==> src/rtl/post_disp_pkg.sv <==
package post_disp_pkg;
  typedef logic [3:0] nib_t;
  typedef logic [6:0] seg_t;

  // gfedcba, active high; b and d lowercase
  function automatic seg_t hex_to_seg(input nib_t n);
    case (n)
      4'h0: return 7'h3F;
      4'h1: return 7'h06;
      4'h2: return 7'h5B;
      4'h3: return 7'h4F;
      4'h4: return 7'h66;
      4'h5: return 7'h6D;
      4'h6: return 7'h7D;
      4'h7: return 7'h07;
      4'h8: return 7'h7F;
      4'h9: return 7'h6F;
      4'hA: return 7'h77;
      4'hB: return 7'h7C;
      4'hC: return 7'h39;
      4'hD: return 7'h5E;
      4'hE: return 7'h79;
      default: return 7'h71;
    endcase
  endfunction
endpackage

==> src/rtl/post_disp_snoop.sv <==
module post_disp_snoop #(
  parameter int                ADDR_W    = 16,
  parameter logic [ADDR_W-1:0] POST_ADDR = 'h80
) (
  input  logic              clk_i,
  input  logic              rst_ni,
  input  logic              en_i,
  input  logic              io_wr_i,
  input  logic [ADDR_W-1:0] io_addr_i,
  input  logic [7:0]        io_data_i,
  output logic [7:0]        held_o
);
  logic hit;
  assign hit = io_wr_i && (io_addr_i == POST_ADDR);

  always_ff @(posedge clk_i or negedge rst_ni) begin
    if (!rst_ni)   held_o <= '0;
    else if (!en_i) held_o <= '0;
    else if (hit)  held_o <= io_data_i;
  end
endmodule

==> src/rtl/post_disp_scan.sv <==
module post_disp_scan #(
  parameter int SCAN_DIV = 48000
) (
  input  logic clk_i,
  input  logic rst_ni,
  input  logic en_i,
  output logic phase_o,  // 0: high digit, 1: low digit
  output logic swap_o    // last cycle of a digit slot
);
  localparam int CNT_W = (SCAN_DIV > 1) ? $clog2(SCAN_DIV) : 1;
  localparam logic [CNT_W-1:0] LAST = CNT_W'(SCAN_DIV - 1);

  logic [CNT_W-1:0] cnt_q;

  assign swap_o = en_i && (cnt_q == LAST);

  always_ff @(posedge clk_i or negedge rst_ni) begin
    if (!rst_ni) begin
      cnt_q   <= '0;
      phase_o <= 1'b0;
    end else if (!en_i) begin
      cnt_q   <= '0;
      phase_o <= 1'b0;
    end else if (cnt_q == LAST) begin
      cnt_q   <= '0;
      phase_o <= ~phase_o;
    end else begin
      cnt_q <= cnt_q + 1'b1;
    end
  end
endmodule

==> src/rtl/post_disp_seg7.sv <==
module post_disp_seg7
  import post_disp_pkg::*;
(
  input  nib_t nib_i,
  output seg_t seg_o
);
  assign seg_o = hex_to_seg(nib_i);
endmodule

==> src/rtl/post_code_display.sv <==
module post_code_display
  import post_disp_pkg::*;
#(
  parameter int                ADDR_W    = 16,
  parameter logic [ADDR_W-1:0] POST_ADDR = 'h80,
  parameter int                CLK_HZ    = 48_000_000,
  parameter int                SCAN_HZ   = 1000
) (
  input  logic              clk_i,
  input  logic              rst_ni,
  input  logic              strap_en_i,
  input  logic              reg_en_i,
  input  logic              temp_mode_i,
  input  logic [7:0]        temp_i,
  input  logic              io_wr_i,
  input  logic              io_rd_i,
  input  logic [ADDR_W-1:0] io_addr_i,
  input  logic [7:0]        io_data_i,
  output logic [6:0]        seg_o,
  output logic [1:0]        dig_o
);
  localparam int SCAN_DIV = CLK_HZ / SCAN_HZ;
  localparam int N_DIG    = 2;

  logic       strap_q, strap_taken_q, en;
  logic [7:0] held_q, disp_byte;
  logic       phase, swap;
  logic       rd_unused;

  assign rd_unused = io_rd_i;  // reads never alter state

  // strap sampled on the first edge after reset release
  always_ff @(posedge clk_i or negedge rst_ni) begin
    if (!rst_ni) begin
      strap_q       <= 1'b0;
      strap_taken_q <= 1'b0;
    end else if (!strap_taken_q) begin
      strap_q       <= strap_en_i;
      strap_taken_q <= 1'b1;
    end
  end

  assign en = strap_q | reg_en_i;

  post_disp_snoop #(.ADDR_W(ADDR_W), .POST_ADDR(POST_ADDR)) u_snoop (
    .clk_i     (clk_i),
    .rst_ni    (rst_ni),
    .en_i      (en),
    .io_wr_i   (io_wr_i),
    .io_addr_i (io_addr_i),
    .io_data_i (io_data_i),
    .held_o    (held_q)
  );

  post_disp_scan #(.SCAN_DIV(SCAN_DIV)) u_scan (
    .clk_i   (clk_i),
    .rst_ni  (rst_ni),
    .en_i    (en),
    .phase_o (phase),
    .swap_o  (swap)
  );

  assign disp_byte = temp_mode_i ? temp_i : held_q;

  seg_t enc [N_DIG];
  for (genvar g = 0; g < N_DIG; g++) begin : g_dig
    post_disp_seg7 u_enc (
      .nib_i (disp_byte[4*g +: 4]),
      .seg_o (enc[g])
    );
  end

  logic sel;
  assign sel = ~phase;  // phase 0 -> digit 1 (high nibble)

  always_ff @(posedge clk_i or negedge rst_ni) begin
    if (!rst_ni) begin
      seg_o <= '0;
      dig_o <= '0;
    end else if (!en || swap) begin
      seg_o <= '0;
      dig_o <= '0;
    end else begin
      seg_o <= enc[sel];
      dig_o <= sel ? 2'b10 : 2'b01;
    end
  end
endmodule

==> config.mk <==
export PLATFORM = sky130hd
export DESIGN_NAME = post_code_display
export DESIGN_NICKNAME = d
export VERILOG_FILES = /design/src/rtl/post_disp_pkg.sv /design/src/rtl/post_disp_snoop.sv /design/src/rtl/post_disp_scan.sv /design/src/rtl/post_disp_seg7.sv /design/src/rtl/post_code_display.sv
export SDC_FILE = /design/constraint.sdc
export NUM_CORES = 1
export LEC_CHECK = 0
export BUFFER_PORTS_ARGS = -buffer_cell sky130_fd_sc_hd__clkbuf_2
export CAP_MARGIN = 15
export CORE_ASPECT_RATIO = 1.75
export CORE_UTILIZATION = 40
export DETAILED_ROUTE_END_ITERATION = 8
export PLACE_DENSITY = 0.62
export SETUP_SLACK_MARGIN = 0.4
export SLEW_MARGIN = 5
export SYNTH_ARGS = -nofsm -noshare
export SYNTH_HDL_FRONTEND = slang
export SYNTH_SLANG_ARGS = --single-unit
==> constraint.sdc <==
create_clock -name clk_i -period 2.9 [get_ports clk_i]
set_input_delay 0.58 -clock clk_i [delete_from_list [all_inputs] [get_ports clk_i]]
set_output_delay 0.58 -clock clk_i [all_outputs]
set_load 0.02 [all_outputs]
-- Word-level counts from Yosys, hierarchy flattened
Memory sizes are Yosys's and may differ from the RTL's.
Cells that the tools add are included.
- add/subtract/negate cells: 1
- order comparisons: 1
- equality and inequality tests: 4
- multiplexer cells: 13
- bitwise logic cells: 3
- reductions and logical operators: 4
- operators with widths (kind ; number):
    two-way mux 16 bit ; 2
    two-way mux 7 bit ; 4
    two-way mux 8 bit ; 3
    adder 16 x 1 -> 16 bit (second input constant) ; 1
    == test 16 bit (second input constant) ; 1
    == test 16 x 8 -> 1 bit (second input constant) ; 1
    two-way mux 2 bit ; 2
    inequality test 2 bit (second input constant) ; 2
    greater-or-equal comparator 2 bit (second input constant) ; 1
    logical AND 1 bit ; 2
    two-way mux 1 bit ; 2
    inverter 1 -> 2 bit ; 1
    logical NOT 1 bit ; 1
    logical OR 1 bit ; 1
    inverter 1 bit ; 1
    bitwise OR 1 bit ; 1
- bits in registers: 36
- ROM bits: 224
- bits of input ports: 39
- word-level logic and storage cells: 35
- memories: 2
- memory list (memory ; depth ; width ; read ports ; clocked after memory_dff ; wr ports ; line ; RTL):
    (name not given) ; 16 ; 7 ; 1 ; 0 ; 0 ; post_disp_pkg.sv:7 ; case (n)
    (name not given) ; 16 ; 7 ; 1 ; 0 ; 0 ; post_disp_pkg.sv:7 ;

-- Logic depth before layout (Yosys ltp)
Gate-level depths: netlist (run 1).
- depth after elaboration: 6
- depth in mapped cells: 9

-- By module
From an unflattened synthesis (run 1), not the netlist that was laid out.
- cells, all modules: 233
- area, all modules: 2401.1 um^2
- by module, submodules not included (module ; instances ; cells an instance ; area each (um^2)):
    post_disp_scan ; 1 ; 85 ; 830.8
    post_disp_seg7 ; 2 ; 33 ; 287.8
    post_code_display ; 1 ; 42 ; 558.0
    post_disp_snoop ; 1 ; 40 ; 436.7

-- Least setup slack after synthesis (run 1)
OpenSTA, ideal clock, no wires.
- path kind: input -> register
- start point: input port temp_mode_i
- end point: register seg_o[3]
- library setup time: 0.094 ns
- data arrival time: 2.437 ns
- setup slack: 0.369 ns
- cell stages on the path: 9
- path buffers: 2
- cells stage by stage: buf_4 -> clkbuf_1 -> mux2_2 -> inv_1 -> ha_1 -> inv_1 -> mux4_2 -> and2_1 -> a211oi_1
- longest elaborated chain between the ends: 6
- RTL lines (element ; line ; RTL):
    start, declared ; post_code_display.sv:13 ; input logic temp_mode_i,
    two-way mux 8 bit (*) ; post_code_display.sv:63 ; assign disp_byte = temp_mode_i ? temp_i : held_q;
    memory read (16 x 7 bit) ; -- ;
    two-way mux 7 bit (implied by the code) (*) (3 in series) ; post_code_display.sv:84 ; seg_o <= enc[sel];
    two-way mux 7 bit (*) ; post_code_display.sv:80 ; end else if (!en || swap) begin
    end signal, assigned ; post_code_display.sv:84 ;
    end, declared ; post_code_display.sv:19 ; output logic [6:0] seg_o,
Every way passes the cells marked *; elsewhere a longest branch is shown, timed or not. The select of a mux whose other input is x is not followed.
A chain may end at the register's enable or synchronous reset.

-- Worst setup path after layout (run 1)
Same ends and word-level chain as after synthesis.

==> out/metrics.cfg, run 1 <==
[status]
status = finished clean

[clocking]
cts_tree = yes
path_clk_slew_ns = 0.07
cts_root_buf = clkbuf_8
cts_setup_buffers = 0
cts_htree_levels = 2
post_cts_resized = 0
cts_max_path_buffers = 2
clock_latency_ns = 0.28
cts-buffers-inserted = 5
ctsHoldBuffers = 0
numClockSinks = 36

[detailed_routing]
drt-wirelength-per-cell_um = 13.8
drtAntennaViolNets = 0
wirelength_met1_mm = 1.85
top_layer = met4
wl_met3_um = 73
firstDrtPassIters = 4
routed-wl-met2_mm = 2.80
avgViaCountPerCell = 5.14
drc = 0
first_iter_violations = 53
wl_mm = 4.81
vias = 1788

[sta]
finalSetupTns_ns = 0
post-route-min-period_ns = 2.12
slew_violations = 0
setup_violations = 0
slew-limit-headroom_pct = 41.8
rsz0062_at_grt = false
min_period_over_period_pct = 73.2
clock_skew_ns = 0.00628
worstMarginPinSlew_ns = 0.872
hold_viol_final = 0
fmax_mhz = 471

[power_and_ir_drop]
p_sw_mw = 0.325
power.share.switching_pct = 29.0
combinationalPowerShare_pct = 19.3
p_leak_nw = 1.25
cellPowerDensity_nw_per_um2 = 424
ir_worst_vdd_mv = 0.337
power_frac_seq_pct = 50.6
internal-power_mw = 0.797
clkPwrFrac_pct = 30.1

[global_routing]
grt_antenna_before_repair = 0
grt_pass1_vias = 1874
grt_max_degree = 37
grt_pass1_wl_mm = 8.31
grt_usage_pct = 18.5
overflow = 0

[floorplanning]
coreArea_um2 = 5340
row_count = 35
start_util_pct = 42.1
die-area_um2 = 5930
fp.dieH_um = 101
die_x_um = 58.7
ioPinCount = 48

[cells_and_area]
diodes = 0
fin_nets = 326
syn_to_final_growth_pct = 17.9
fin_area_um2 = 2650
drive_gt1_share_pct = 26.3

[worst_setup_path]
r2r_setup_slack_ns = 0.90
crit_type = in2reg
cp_max_fo = 16
worst_ep_arrival_time_ns = 2.31
required_ns = 3.09
cp-start-kind = input port
cp-end-kind = flop

[synth]
synth-async-reset-ratio_pct = 100
ys_warn_count = 0
synthesis.area_um2 = 2250
syn_avg_cell_area_um2 = 10.1
ys_ff_latch = 36
yosys.cell_types.count = 49
netlist_top_cells_count = dfrtp_1 (36), nor2_1 (25), mux2i_1 (14), ha_1 (13), inv_1 (12)
synth-main-ff-cell = dfrtp_1
syn_inst = 222
synth_area_leaders = dfrtp_1 (40%), ha_1 (7.2%), mux2i_1 (6.2%), xnor2_1 (4.3%), nor2_1 (4.2%)
yosys.area.top_type = dfrtp_1
synth_edf_count = 0
syn_nets = 274
synth_top_area_share_pct = 40.1
yosysMostFrequentCell = dfrtp_1
yosysSeqAreaShare_pct = 40.1

[placed_design]
routabilityCongestion = 0.807
io_buffers = 46
dp_hpwl_mm = 3.68
postPlaceCellArea_um2 = 2570

[flow_run]
cap_violations = 0

[hold_path]
hold_class = in2async

==> stage by stage <==
step                instances  utilization, %  total power [mW]  hold slack, ns  worst slack [ns]
CTS                       348            49.6              1.14           0.441             0.733
finish                    348            49.6              1.12           0.398             0.777
floorplan                 222               -             0.716           0.284             0.426
global placement          341            48.1             0.794           0.475             0.486
detailed placement        341            48.1             0.798           0.479             0.450
global route              348            49.6              1.19           0.479             0.577
==> path summary, 6_finish.rpt <==
| kind | start | endpoint | cells past startpoint |
|---|---|---|---|
| hold / removal | rst_ni | u_snoop.held_o[5]$_DFFE_PN0P_ | 1 |
| hold reg to reg | u_scan.cnt_q[0]$_DFF_PN0_ | u_scan.cnt_q[0]$_DFF_PN0_ | 1 |
| setup / recovery | temp_mode_i | seg_o[3]$_DFF_PN0_ | 8 |
| setup reg to reg | u_snoop.held_o[5]$_DFFE_PN0P_ | seg_o[3]$_DFF_PN0_ | 7 |
| max in group asynchronous | rst_ni | u_scan.cnt_q[8]$_DFF_PN0_ | 1 |
| min in group clk_i | u_scan.cnt_q[0]$_DFF_PN0_ | u_scan.cnt_q[0]$_DFF_PN0_ | 1 |
==> final cells by class <==
type / instances / area (um^2)
clock buffers: 6 / 72.6
clock inverters: 1 / 5.00
fillers: 564 / 2690
inverters: 12 / 45.0
multi-input cells: 166 / 1250
flip-flops and latches: 36 / 901
well taps: 74 / 92.6
repair buffers: 53 / 283
==> power by group through the flow <==
stage	combinational [mW]	clock, mW	sequential [mW]
floorplan	0.125	0	0.591
global placement	0.217	0	0.576
detailed placement	0.220	0	0.578
CTS	0.221	0.349	0.568
global route	0.242	0.372	0.573
finish	0.217	0.338	0.568
==> flip-flops by register name (all words and copies together), names as in the netlist <==
| name | count |
|---|---|
| strap_q | 1 |
| u_snoop.held_o | 8 |
| u_scan.phase_o | 1 |
| u_scan.cnt_q | 16 |
| dig_o | 2 |
| strap_taken_q | 1 |
| seg_o | 7 |
==> cells in the final DEF (no fill, tap or decap), types with 7 or more instances in the layout <==
cell,Yosys,layout
dfrtp_1,36,36
clkbuf_2,0,46
mux2i_1,14,14
nor2_1,25,25
buf_4,1,7
a22o_1,8,8
inv_1,12,12
nand2_1,9,9
ha_1,13,13
xnor2_1,11,11
a21oi_1,7,7
nand3_1,7,7
==> per-layer routing <==
layer / up-vias / track usage, %
li1: 897 / -
met1: 865 / 17.5
met2: 19 / 37.7
met3: 7 / 3.07
met4: 0 / 6.78
met5: - / 0
==> critical path: stages <==
cell	delay, ns
clkbuf_2	0.14
buf_4	0.23
mux2i_1	0.43
inv_1	0.17
ha_1	0.27
mux2i_1	0.15
mux2i_1	0.09
a211oi_1	0.25
==> logic make-up (layout without fill, tap and decap cells) <==
kind of cell,count (synthesis),in the layout,share of synthesized area [%]
fa+ha+maj,13,13,7.24
compound gates,43,43,14.1
simple gates,72,72,17.7
mux,20,20,9.74
flops,36,36,40.1
other cells,1,1,0.167
buf+inv,20,72,4.29
xor+xnor,17,17,6.63
(Power assumes the default switching activity.)
==> run 2: changes to the inputs <==
--- a/config.mk
+++ b/config.mk
@@ -10,7 +10,7 @@
 export CORE_ASPECT_RATIO = 1.75
 export CORE_UTILIZATION = 40
 export DETAILED_ROUTE_END_ITERATION = 8
-export PLACE_DENSITY = 0.62
+export PLACE_DENSITY = 0.64
 export SETUP_SLACK_MARGIN = 0.4
 export SLEW_MARGIN = 5
 export SYNTH_ARGS = -nofsm -noshare
==> constraint.sdc (replaced) <==
create_clock -name clk_i -period 1.8 [get_ports clk_i]
set_input_delay 0.36 -clock clk_i [delete_from_list [all_inputs] [get_ports clk_i]]
set_output_delay 0.36 -clock clk_i [all_outputs]
set_load 0.02 [all_outputs]
==> out/metrics.cfg, run 2 (synthesis gave the netlist of run 1 again) <==
[status]
status = finished clean  ; unchanged

[worst_setup_path]
crit_type = reg2reg  ; was in2reg
crit_buf_inv = 2  ; was 3
crit_chain = mux2_4 > inv_4 > ha_4 > inv_2 > mux4_2 > and2_4 > a211oi_2  ; was clkbuf_2 > buf_4 > mux2i_1 > inv_1 > ha_1 > mux2i_1 > mux2i_1 > a211oi_1
cp_slowest_stage_delay_ns = 0.45  ; was 0.43 ns
cp-end-kind = flop  ; unchanged
cp_max_fo = 4  ; was 16
critical_path.top_delay_family = multiplexers  ; unchanged
required_ns = 2.01  ; was 3.09 ns
cp-start-kind = flop  ; was input port
crit_path_top_delay_cell = mux4_2  ; was mux2i_1
worst_ep_arrival_time_ns = 1.97  ; was 2.31 ns

[placed_design]
routabilityCongestion = 0.809  ; was 0.807
postPlaceCellArea_um2 = 2890  ; was 2570 um^2
pre_cts_slack_ns = -0.249  ; was 0.450 ns
dp_hpwl_mm = 4.24  ; was 3.68 mm
io_buffers = 46  ; unchanged

[cells_and_area]
reg_top3 = u_scan.cnt_q: 16 flops, u_snoop.held_o: 8 flops, seg_o: 7 flops  ; unchanged
most-common-layout-cells = clkbuf_2 (46), buf_4 (40), dfrtp_1 (35), mux2i_1 (11), xnor2_1 (10)  ; was clkbuf_2 (46), dfrtp_1 (36), nor2_1 (25), mux2i_1 (14), ha_1 (13)
fin_nets = 367  ; was 326
drive_gt1_share_pct = 49.7  ; was 26.3%
diodes = 0  ; unchanged
fin_area_um2 = 3350  ; was 2650 um^2
largest_reg_flops = 16  ; unchanged
n_fill_cell = 461  ; was 564
syn_to_final_growth_pct = 49.1  ; was 17.9%
mostFrequentLayoutCell = clkbuf_2  ; unchanged
multiInputGateArea_um2 = 1530  ; was 1250 um^2
largest-register = u_scan.cnt_q  ; unchanged
seq_area_um2 = 902  ; was 901 um^2

[hold_path]
hold_class = in2async  ; unchanged

[floorplanning]
ioPinCount = 48  ; unchanged
die-area_um2 = 5930  ; unchanged
coreArea_um2 = 5340  ; unchanged
row_count = 35  ; unchanged
die_x_um = 58.7  ; unchanged
start_util_pct = 42.1  ; unchanged
fp.dieH_um = 101  ; unchanged

[clocking]
cts_max_path_buffers = 2  ; unchanged
numClockSinks = 36  ; unchanged
cts_root_buf = clkbuf_8  ; unchanged
cts-buffers-inserted = 5  ; unchanged
clock_latency_ns = 0.29  ; was 0.28 ns
path_clk_slew_ns = 0.07  ; about the same
cts_tree = yes  ; unchanged
cts_htree_levels = 2  ; unchanged

[sta]
min_period_over_period_pct = 98.1
setup_violations = 0  ; unchanged
fmax_mhz = 566
layout_setup_ws_ns = 0.0338  ; was 0.777 ns
slew_violations = 0  ; unchanged
fin_hold_ws_ns = 0.0986  ; was 0.398 ns
rsz0062_at_grt = true  ; was false
hold_viol_final = 0  ; unchanged
post-route-min-period_ns = 1.77
clock_skew_ns = 0.00735  ; was 0.00628 ns

[detailed_routing]
first_iter_violations = 56  ; was 53
drtAntennaViolNets = 0  ; unchanged
firstDrtPassIters = 4  ; unchanged
wl_mm = 5.65  ; was 4.81 mm
drc = 0  ; unchanged
vias = 1998  ; was 1788
drt-wirelength-per-cell_um = 14.5  ; was 13.8 um
avgViaCountPerCell = 5.12  ; was 5.14

[global_routing]
grt_pass1_wl_mm = 9.35  ; was 8.31 mm
grt_max_degree = 37  ; unchanged
grt_antenna_before_repair = 0  ; unchanged
grt_usage_pct = 20.8  ; was 18.5%
grt_pass1_vias = 2197  ; was 1874
met1_usage_pct = 18.0  ; was 17.5%
use_met3_pct = 3.32  ; was 3.07%
busiest_layer = met2  ; unchanged
overflow = 0  ; unchanged
use_met2_pct = 44.7  ; was 37.7%

[power_and_ir_drop]
combinationalPowerShare_pct = 25.4  ; was 19.3%
internal-power_mw = 1.56  ; was 0.797 mW
power.share.switching_pct = 27.8  ; was 29.0%
p_leak_nw = 1.52  ; was 1.25 nW
p_sw_mw = 0.599  ; was 0.325 mW
power_frac_seq_pct = 42.4  ; was 50.6%
cellPowerDensity_nw_per_um2 = 644  ; was 424 nW/um^2
clkPwrFrac_pct = 32.2  ; was 30.1%
ir_worst_vdd_mv = 0.724  ; was 0.337 mV

[flow_run]
cap_violations = 0  ; unchanged

run 2: path summary, 6_finish.rpt:
path,to,cells after the start,slack (ns),start
max,seg_o[3]$_DFF_PN0_,7,0.03,u_snoop.held_o[5]$_DFFE_PN0P_
max reg2reg,seg_o[3]$_DFF_PN0_,7,0.03,u_snoop.held_o[5]$_DFFE_PN0P_
min reg2reg,strap_q$_DFFE_PN0N_,1,0.51,strap_taken_q$_DFF_PN0_
min,dig_o[1]$_DFF_PN0_,2,0.1,rst_ni
max in group asynchronous,u_scan.cnt_q[0]$_DFF_PN0_,2,1.35,rst_ni
min in group clk_i,u_snoop.held_o[4]$_DFFE_PN0P_,2,0.28,io_data_i[4]
run 2: cell type report:
type	instances	share of cell area, %
timing repair buffer	94	20.1
tap	74	2.76
clock buffer	6	2.17
sequential	36	26.9
multi-input combinational	166	45.6
clock inverter	2	1.05
inverter	12	1.42
run 2: repair_timing:
action,in CTS,in global routing
hold buffers,0,0
resized for setup,28,30
setup endpoints to repair,33,34
setup buffers,6,2
pin swaps,27,5
gates cloned,1,0
run 2: power groups by stage:
stage	registers, mW	clock network, mW	logic, mW
2_1_floorplan	0.953	0	0.218
3_3_place_gp	0.923	0	0.419
3_5_place_dp	0.924	0	0.425
4_1_cts	0.915	0.717	0.508
5_1_grt	0.921	0.749	0.603
6_report	0.915	0.695	0.547
run 2: stage by stage:
| stage | power, mW | cells | utilization, % | TNS [ns] |
|---|---|---|---|---|
| global placement | 1.34 | 373 | 54.0 | -1.45 |
| detailed placement | 1.35 | 373 | 54.0 | -1.74 |
| floorplan | 1.17 | 222 | - | -0.527 |
| global route | 2.27 | 390 | 62.7 | -0.288 |
| finish | 2.16 | 390 | 62.7 | 0 |
| CTS | 2.14 | 388 | 60.2 | 0 |
run 2: routing by layer:
| layer | share of wire, % | up-vias |
|---|---|---|
| met3 | 1.7 | 12 |
| li1 | - | 983 |
| met4 | 1.9 | 0 |
| met1 | 34 | 976 |
| met5 | 0 | - |
| met2 | 63 | 27 |
